<file path="config.mk">
export PLATFORM = sky130hd
export DESIGN_NAME = bsr_chain
export DESIGN_NICKNAME = d
export VERILOG_FILES = /design/src/rtl/bsr_pkg.sv /design/src/rtl/bsr_shift_chain.sv /design/src/rtl/bsr_update_stage.sv /design/src/rtl/bsr_pin_mux.sv /design/src/rtl/bsr_chain.sv
export SDC_FILE = /design/constraint.sdc
export NUM_CORES = 1
export LEC_CHECK = 0
export BUFFER_PORTS_ARGS = -buffer_cell sky130_fd_sc_hd__clkbuf_2
export CAP_MARGIN = 20
export CORE_ASPECT_RATIO = 1.2
export CORE_UTILIZATION = 58
export CTS_CLUSTER_SIZE = 12
export DETAILED_ROUTE_END_ITERATION = 8
export PLACE_DENSITY = 0.84
export RECOVER_POWER = 25
export SYNTH_ARGS = -nofsm -noshare
export SYNTH_HDL_FRONTEND = slang
export SYNTH_SLANG_ARGS = --single-unit
</file>
<file path="constraint.sdc">
create_clock -name tck -period 2.1 [get_ports tck]
set_input_delay 0.315 -clock tck [delete_from_list [all_inputs] [get_ports tck]]
set_output_delay 0.315 -clock tck [all_outputs]
set_load 0.05 [all_outputs]
</file>
<file path="src/rtl/bsr_pkg.sv">
package bsr_pkg;

    typedef enum logic [2:0] {
        MODE_NORMAL  = 3'd0,
        MODE_SAMPLE  = 3'd1,
        MODE_PRELOAD = 3'd2,
        MODE_EXTEST  = 3'd3,
        MODE_INTEST  = 3'd4,
        MODE_CLAMP   = 3'd5,
        MODE_HIGHZ   = 3'd6,
        MODE_RSVD    = 3'd7
    } bsr_mode_e;

    // input cells take the pad value on capture
    function automatic logic grabs_inputs(bsr_mode_e m);
        return (m == MODE_SAMPLE) || (m == MODE_EXTEST);
    endfunction

    // output pairs take the core value on capture
    function automatic logic grabs_outputs(bsr_mode_e m);
        return (m == MODE_SAMPLE) || (m == MODE_INTEST);
    endfunction

    // update stage accepts the chain contents
    function automatic logic takes_update(bsr_mode_e m);
        return (m == MODE_SAMPLE) || (m == MODE_PRELOAD) ||
               (m == MODE_EXTEST) || (m == MODE_INTEST);
    endfunction

    // pins and core are isolated behind the update stage
    function automatic logic latch_drives(bsr_mode_e m);
        return (m == MODE_EXTEST) || (m == MODE_INTEST);
    endfunction

endpackage

</file>
<file path="src/rtl/bsr_shift_chain.sv">
module bsr_shift_chain
    import bsr_pkg::*;
#(
    parameter int N_IN  = 4,
    parameter int N_OUT = 4,
    localparam int LEN  = N_IN + 2 * N_OUT
) (
    input  logic             tck,
    input  logic             trst_n,
    input  bsr_mode_e        mode,
    input  logic             capture_en,
    input  logic             shift_en,
    input  logic             scan_in,
    input  logic [N_IN-1:0]  pad_in,
    input  logic [N_OUT-1:0] core_out,
    input  logic [N_OUT-1:0] core_oe,
    output logic [LEN-1:0]   chain_q,
    output logic             scan_out
);

    typedef struct packed {
        logic [LEN-1:0] sr;
    } chain_s;

    chain_s st_d, st_q;

    always_comb begin
        st_d = st_q;
        if (shift_en) begin
            st_d.sr = {scan_in, st_q.sr[LEN-1:1]};
        end else if (capture_en) begin
            if (grabs_inputs(mode)) begin
                for (int i = 0; i < N_IN; i++) begin
                    st_d.sr[i] = pad_in[i];
                end
            end
            if (grabs_outputs(mode)) begin
                for (int k = 0; k < N_OUT; k++) begin
                    st_d.sr[N_IN + 2*k]     = core_out[k];
                    st_d.sr[N_IN + 2*k + 1] = core_oe[k];
                end
            end
        end
    end

    always_ff @(posedge tck or negedge trst_n) begin
        if (!trst_n) begin
            st_q <= '0;
        end else begin
            st_q <= st_d;
        end
    end

    assign chain_q  = st_q.sr;
    assign scan_out = st_q.sr[0];

endmodule

</file>
<file path="src/rtl/bsr_update_stage.sv">
module bsr_update_stage
    import bsr_pkg::*;
#(
    parameter int LEN = 12
) (
    input  logic           tck,
    input  logic           trst_n,
    input  bsr_mode_e      mode,
    input  logic           update_en,
    input  logic [LEN-1:0] chain_q,
    output logic [LEN-1:0] upd_q
);

    typedef struct packed {
        logic [LEN-1:0] hold;
    } upd_s;

    upd_s st_d, st_q;

    always_comb begin
        st_d = st_q;
        if (update_en && takes_update(mode)) begin
            st_d.hold = chain_q;
        end
    end

    // falling edge: loads after the rising-edge shift has settled
    always_ff @(negedge tck or negedge trst_n) begin
        if (!trst_n) begin
            st_q <= '0;
        end else begin
            st_q <= st_d;
        end
    end

    assign upd_q = st_q.hold;

endmodule

</file>
<file path="src/rtl/bsr_pin_mux.sv">
module bsr_pin_mux
    import bsr_pkg::*;
#(
    parameter int               N_IN      = 4,
    parameter int               N_OUT     = 4,
    parameter logic [N_OUT-1:0] CLAMP_VAL = '0,
    localparam int              LEN       = N_IN + 2 * N_OUT
) (
    input  bsr_mode_e        mode,
    input  logic [LEN-1:0]   upd_q,
    input  logic [N_OUT-1:0] core_out,
    input  logic [N_OUT-1:0] core_oe,
    input  logic [N_IN-1:0]  pad_in,
    output logic [N_OUT-1:0] pad_out,
    output logic [N_OUT-1:0] pad_oe,
    output logic [N_IN-1:0]  core_in
);

    logic from_latch;
    assign from_latch = latch_drives(mode);

    for (genvar i = 0; i < N_IN; i++) begin : g_in_cell
        assign core_in[i] = from_latch ? upd_q[i] : pad_in[i];
    end

    for (genvar k = 0; k < N_OUT; k++) begin : g_out_pair
        always_comb begin
            if (from_latch) begin
                pad_out[k] = upd_q[N_IN + 2*k];
                pad_oe[k]  = upd_q[N_IN + 2*k + 1];
            end else if (mode == MODE_CLAMP) begin
                pad_out[k] = CLAMP_VAL[k];
                pad_oe[k]  = 1'b1;
            end else if (mode == MODE_HIGHZ) begin
                pad_out[k] = 1'b0;
                pad_oe[k]  = 1'b0;
            end else begin
                pad_out[k] = core_out[k];
                pad_oe[k]  = core_oe[k];
            end
        end
    end

endmodule

</file>
<file path="src/rtl/bsr_chain.sv">
module bsr_chain
    import bsr_pkg::*;
#(
    parameter int               N_IN      = 4,
    parameter int               N_OUT     = 4,
    parameter logic [N_OUT-1:0] CLAMP_VAL = '0
) (
    input  logic             tck,
    input  logic             trst_n,
    input  logic [2:0]       mode,
    input  logic             capture_en,
    input  logic             shift_en,
    input  logic             update_en,
    input  logic             scan_in,
    output logic             scan_out,
    input  logic [N_OUT-1:0] core_out,
    input  logic [N_OUT-1:0] core_oe,
    output logic [N_IN-1:0]  core_in,
    input  logic [N_IN-1:0]  pad_in,
    output logic [N_OUT-1:0] pad_out,
    output logic [N_OUT-1:0] pad_oe
);

    localparam int LEN = N_IN + 2 * N_OUT;

    bsr_mode_e      mode_e;
    logic [LEN-1:0] chain_q;
    logic [LEN-1:0] upd_q;

    assign mode_e = bsr_mode_e'(mode);

    bsr_shift_chain #(.N_IN(N_IN), .N_OUT(N_OUT)) u_chain (
        .tck        (tck),
        .trst_n     (trst_n),
        .mode       (mode_e),
        .capture_en (capture_en),
        .shift_en   (shift_en),
        .scan_in    (scan_in),
        .pad_in     (pad_in),
        .core_out   (core_out),
        .core_oe    (core_oe),
        .chain_q    (chain_q),
        .scan_out   (scan_out)
    );

    bsr_update_stage #(.LEN(LEN)) u_update (
        .tck       (tck),
        .trst_n    (trst_n),
        .mode      (mode_e),
        .update_en (update_en),
        .chain_q   (chain_q),
        .upd_q     (upd_q)
    );

    bsr_pin_mux #(.N_IN(N_IN), .N_OUT(N_OUT), .CLAMP_VAL(CLAMP_VAL)) u_mux (
        .mode     (mode_e),
        .upd_q    (upd_q),
        .core_out (core_out),
        .core_oe  (core_oe),
        .pad_in   (pad_in),
        .pad_out  (pad_out),
        .pad_oe   (pad_oe),
        .core_in  (core_in)
    );

endmodule

</file>
## Word-level counts from Yosys, hierarchy flattened

Index checks and enable logic that the tools add are counted.

| word-level totals | value |
|---|---|
| register bits after elaboration | 24 |
| output and inout bits | 13 |

| cells by class | value |
|---|---|
| eq/ne operators | 6 |
| mux-type cells | 32 |
| reduce and logical (&&, ||, !) cells | 12 |

Operators with widths:

| operator | number |
|---|---|
| two-way mux 1 bit | 28 |
| two-way mux 12 bit | 2 |
| == test 3 bit (second input constant) | 3 |
| two-way mux 8 bit | 1 |
| == test 3 x 2 -> 1 bit (second input constant) | 2 |
| logical OR 1 bit | 6 |
| nonzero test 2 bit | 3 |
| two-way mux 4 bit | 1 |
| AND reduction 2 bit | 2 |
| == test 3 x 1 -> 1 bit (second input constant) | 1 |
| logical AND 1 bit | 1 |

## Longest topological paths before layout

| logic depth | value |
|---|---|
| word-level depth | 5 |
| gate-level depth with buffers | 5 |
| gate-level depth less buffers | 3 |

## By module

Synthesis repeated with hierarchy kept, for this count alone.

| second synthesis, totals | value |
|---|---|
| cell total of the unflattened synthesis | 165 |
| area, all modules | 1,635.3 um2 |

Modules (own cells, without submodules):

| module | times used | cells each | area an instance (um2) |
|---|---|---|---|
| bsr_shift_chain | 1 | 65 | 680.7 |
| bsr_update_stage | 1 | 28 | 515.5 |
| bsr_pin_mux | 1 | 72 | 439.2 |

==> impl_results.md <==
- CP endpoint kind: output port
- IO Pins: 34
- Share of cells above drive strength 1: 50.0%
- Yosys reg bits: 24
- Commonest non-fill, non-tap cell in the layout: buf_4
- Largest net degree at the start of global routing: 22
- Clk_lat worst skew: ~0.34 ns
- Vias in the first global route: 1618
- Core Area: roughly 2600 sq um
- Setup CP Type: flip-flop to output port
- Slew headroom: roughly 18%
- Combinational family with the most area after synthesis: compound AO/OA/AOI/OAI gates
- Die Span X: between 50 and 60 microns
- Post-DP Area: about 2000 sq um
- WP data arrival: about 2.5 ns
- Worst slew pin tran: ~1.2 ns
- Most frequent cells in the layout: buf_4 (23), clkbuf_2 (18), dfrtp_1 (12), dfrtn_1 (12)
- Area grow syn2layout: 44.7%
- R2r setup slk: 0.15 ns
- Worst Skew: between 0.015 and 0.02 ns
- Vias post-DR: between 1500 and 2000
- Final #Nets: between 200 and 250
- Post-Syn Area per Cell: 10.1 sq um
- YS warnings: 0
- RePlAce Congestion: ~0.84
- Required @ worst endpoint: around 1.8 ns
- Initial antenna violation count: 0
- Vias per Instance: 6.66
- Max Root-Sink Buffers: 2
- Register area share after synthesis: 36.8%
- Starting Density: 62.6%
- Xor and xnor area share after synthesis: 0.998%
- Run status: finished with violations
- Post-synth cell types: 25
- Crit path to: core_in[2]
- Worst r2r src: u_chain.chain_q[4]$_DFFE_PN0P_
- Port bufs: 33
- Adder-Cell Fraction of Synth Area: 0%
- Sw power: 0.000676 W
- Final setup viols: 36
- Unrepaired setup endpoints after global routing: yes
- Global-route wire length before repair: between 7000 and 8000 microns
- DRC violations left: 0
- Drt total wl: 5570 microns
- Post-synthesis simple-gate area fraction: 18.0%
- Die area: ~3000 sq um
- Worst Setup SP: u_update.upd_q[2]$_DFFE_NN0P_
- Hold slack: a little over 0.3 ns
- Reg2reg path depth: 1
- Final setup margin: -0.725 ns
- Clock power frac: a little under a fifth
- Fill count: 100
- Hold Path Class: primary input to flip-flop
- Clock slew at reported path FFs: approximately 0.14 ns
- Failing checks: negative setup slack
- Final antenna-violating net count: 0
- Post-Syn Area: between 1500 and 2000 sq um
- Die Y: 60.1 microns
- Fin. Hold Viols: 0
- Synthesized net count: 183
- Switching fraction of total power: a little over a third
- Ant diodes: 0
- GRT Total Usage: 35.6%
- Root Driver: clkbuf_4
- 1st-iter DRT viols: around 90
- Crit-path max FO: 3
- Synthesized instance count: 162
- CTS tree: yes
- Congestion Overflow GR: 0
- Critical R2R Capture: u_update.upd_q[4]$_DFFE_NN0P_
- Combinational Power Share: 44.9%
- Cell internal pwr: 0.00122 W
- H-tree levels: 1
- Initial DRT Pass Iterations: 5
- Clock Sinks: 24
- Area fraction in compound gates after synthesis: about 22%
- DR WL/cell: approximately 23 microns
- Mux cell area share after synthesis: between 10% and 20%
- Max IR drop VDD: about 0.00065 V
- Finished Cell Area: approximately 2400 sq um
- Max-cap violations: 0
- Seq pwr share: between 30% and 40%
- Row count: 20
- Hpwl dp: approximately 2900 microns
- Final Slew Violations: 0
- Static leakage: just under 1 nW
- CP startpoint kind: flip-flop
- CTS Buf Count: 3
- Power per cell area: 805 nW/um^2
metal layers:
metal,vias up,track usage (%),routed length (microns)
li1,703,-,-
met2,105,64.2,2830
met5,-,0,0
met4,0,19.8,259
met3,29,6.62,312
met1,781,39.3,2170
power by group through the flow:
stage	combinational [W]	sequential, W	clock (W)
2_1_floorplan	0.000464	0.000651	0
3_3_place_gp	0.000606	0.000666	0
3_5_place_dp	0.000629	0.000668	0
4_1_cts	0.000771	0.000668	0.000343
5_1_grt	0.000888	0.000694	0.000366
6_report	0.000852	0.000691	0.000355
worst min-delay path by stage:
stage	startpoint	endpoint	slack (ns)	cells past startpoint
final	scan_in	u_chain.chain_q[11]$_DFFE_PN0P_	0.30	3
after CTS	scan_in	u_chain.chain_q[11]$_DFFE_PN0P_	0.30	3
after floorplan	trst_n	u_chain.chain_q[0]$_DFFE_PN0P_	0.02	0
after detailed placement	trst_n	u_chain.chain_q[7]$_DFFE_PN0P_	0.32	1
after global placement	trst_n	u_chain.chain_q[7]$_DFFE_PN0P_	0.31	1
after global routing	scan_in	u_chain.chain_q[11]$_DFFE_PN0P_	0.31	3
through the flow:
stage	instances	total power, W	setup WS (ns)	utilization (%)	TNS, ns
after floorplan	162	0.00111	-0.467	-	-6.62
after global placement	229	0.00127	-0.435	76.2	-7.85
after global routing	243	0.00195	-0.774	90.6	-14.58
final	243	0.00190	-0.725	90.6	-11.36
after CTS	240	0.00178	-0.658	88.4	-7.00
after detailed placement	229	0.00130	-0.449	76.2	-8.16
critical path: stages (launching register included):
cell,delay (ns)
dfrtn_1,0.49
nor3_1,0.07
o21ai_1,0.19
o311a_4,0.22
clkbuf_16,0.15
kinds of logic after synthesis:
logic type | count (synthesis)
AO/OA/AOI/OAI | 50
XOR/XNOR | 1
buffers and inverters | 16
flip-flops | 24
multiplexers | 21
AND/OR/NAND/NOR | 50
flip-flops by register name, summed over array words and instances, names as in the netlist:
name,flops
u_chain.chain_q,12
u_update.upd_q,12
cell type report:
cell class	count	area, sq um	area share [%]
multi-input cells	123	1120	47.6
flip-flops and latches	24	601	25.5
repair buffers	58	537	22.8
well taps	33	41.3	1.75
clock inverters	1	30.0	1.27
clock buffers	3	22.5	0.955
inverters	1	3.75	0.159
timing repair:
action,CTS,global route
setup endpoints to repair,24,24
setup buffers,5,3
resized for setup,40,15
hold buffers,1,0
pin swaps,11,6
gates cloned,1,0
endpoints found under the hold margin,8,0
synth_stat cells (all sizes together):
cell type | instances | area, sq um
mux2 | 21 | 274
nand2 | 13 | 48.8
dfrtn | 12 | 300
dfrtp | 12 | 300
nor3b | 12 | 90.1
o21a | 12 | 90.1
a31oi | 9 | 56.3
clkbuf | 9 | 33.8
nand2b | 9 | 56.3
o21ai | 9 | 45.0
nor2b | 8 | 50.1
o31a | 8 | 70.1
buf | 6 | 42.5
a211oi | 4 | 30.0
a221oi | 4 | 35.0
nor3 | 4 | 20.0
o311a | 4 | 40.0
and2 | 1 | 6.26
and3 | 1 | 11.3
clkinv | 1 | 3.75
nor2 | 1 | 3.75
or3 | 1 | 6.26
xnor2 | 1 | 16.3
Power figures use the tool's default switching activity.
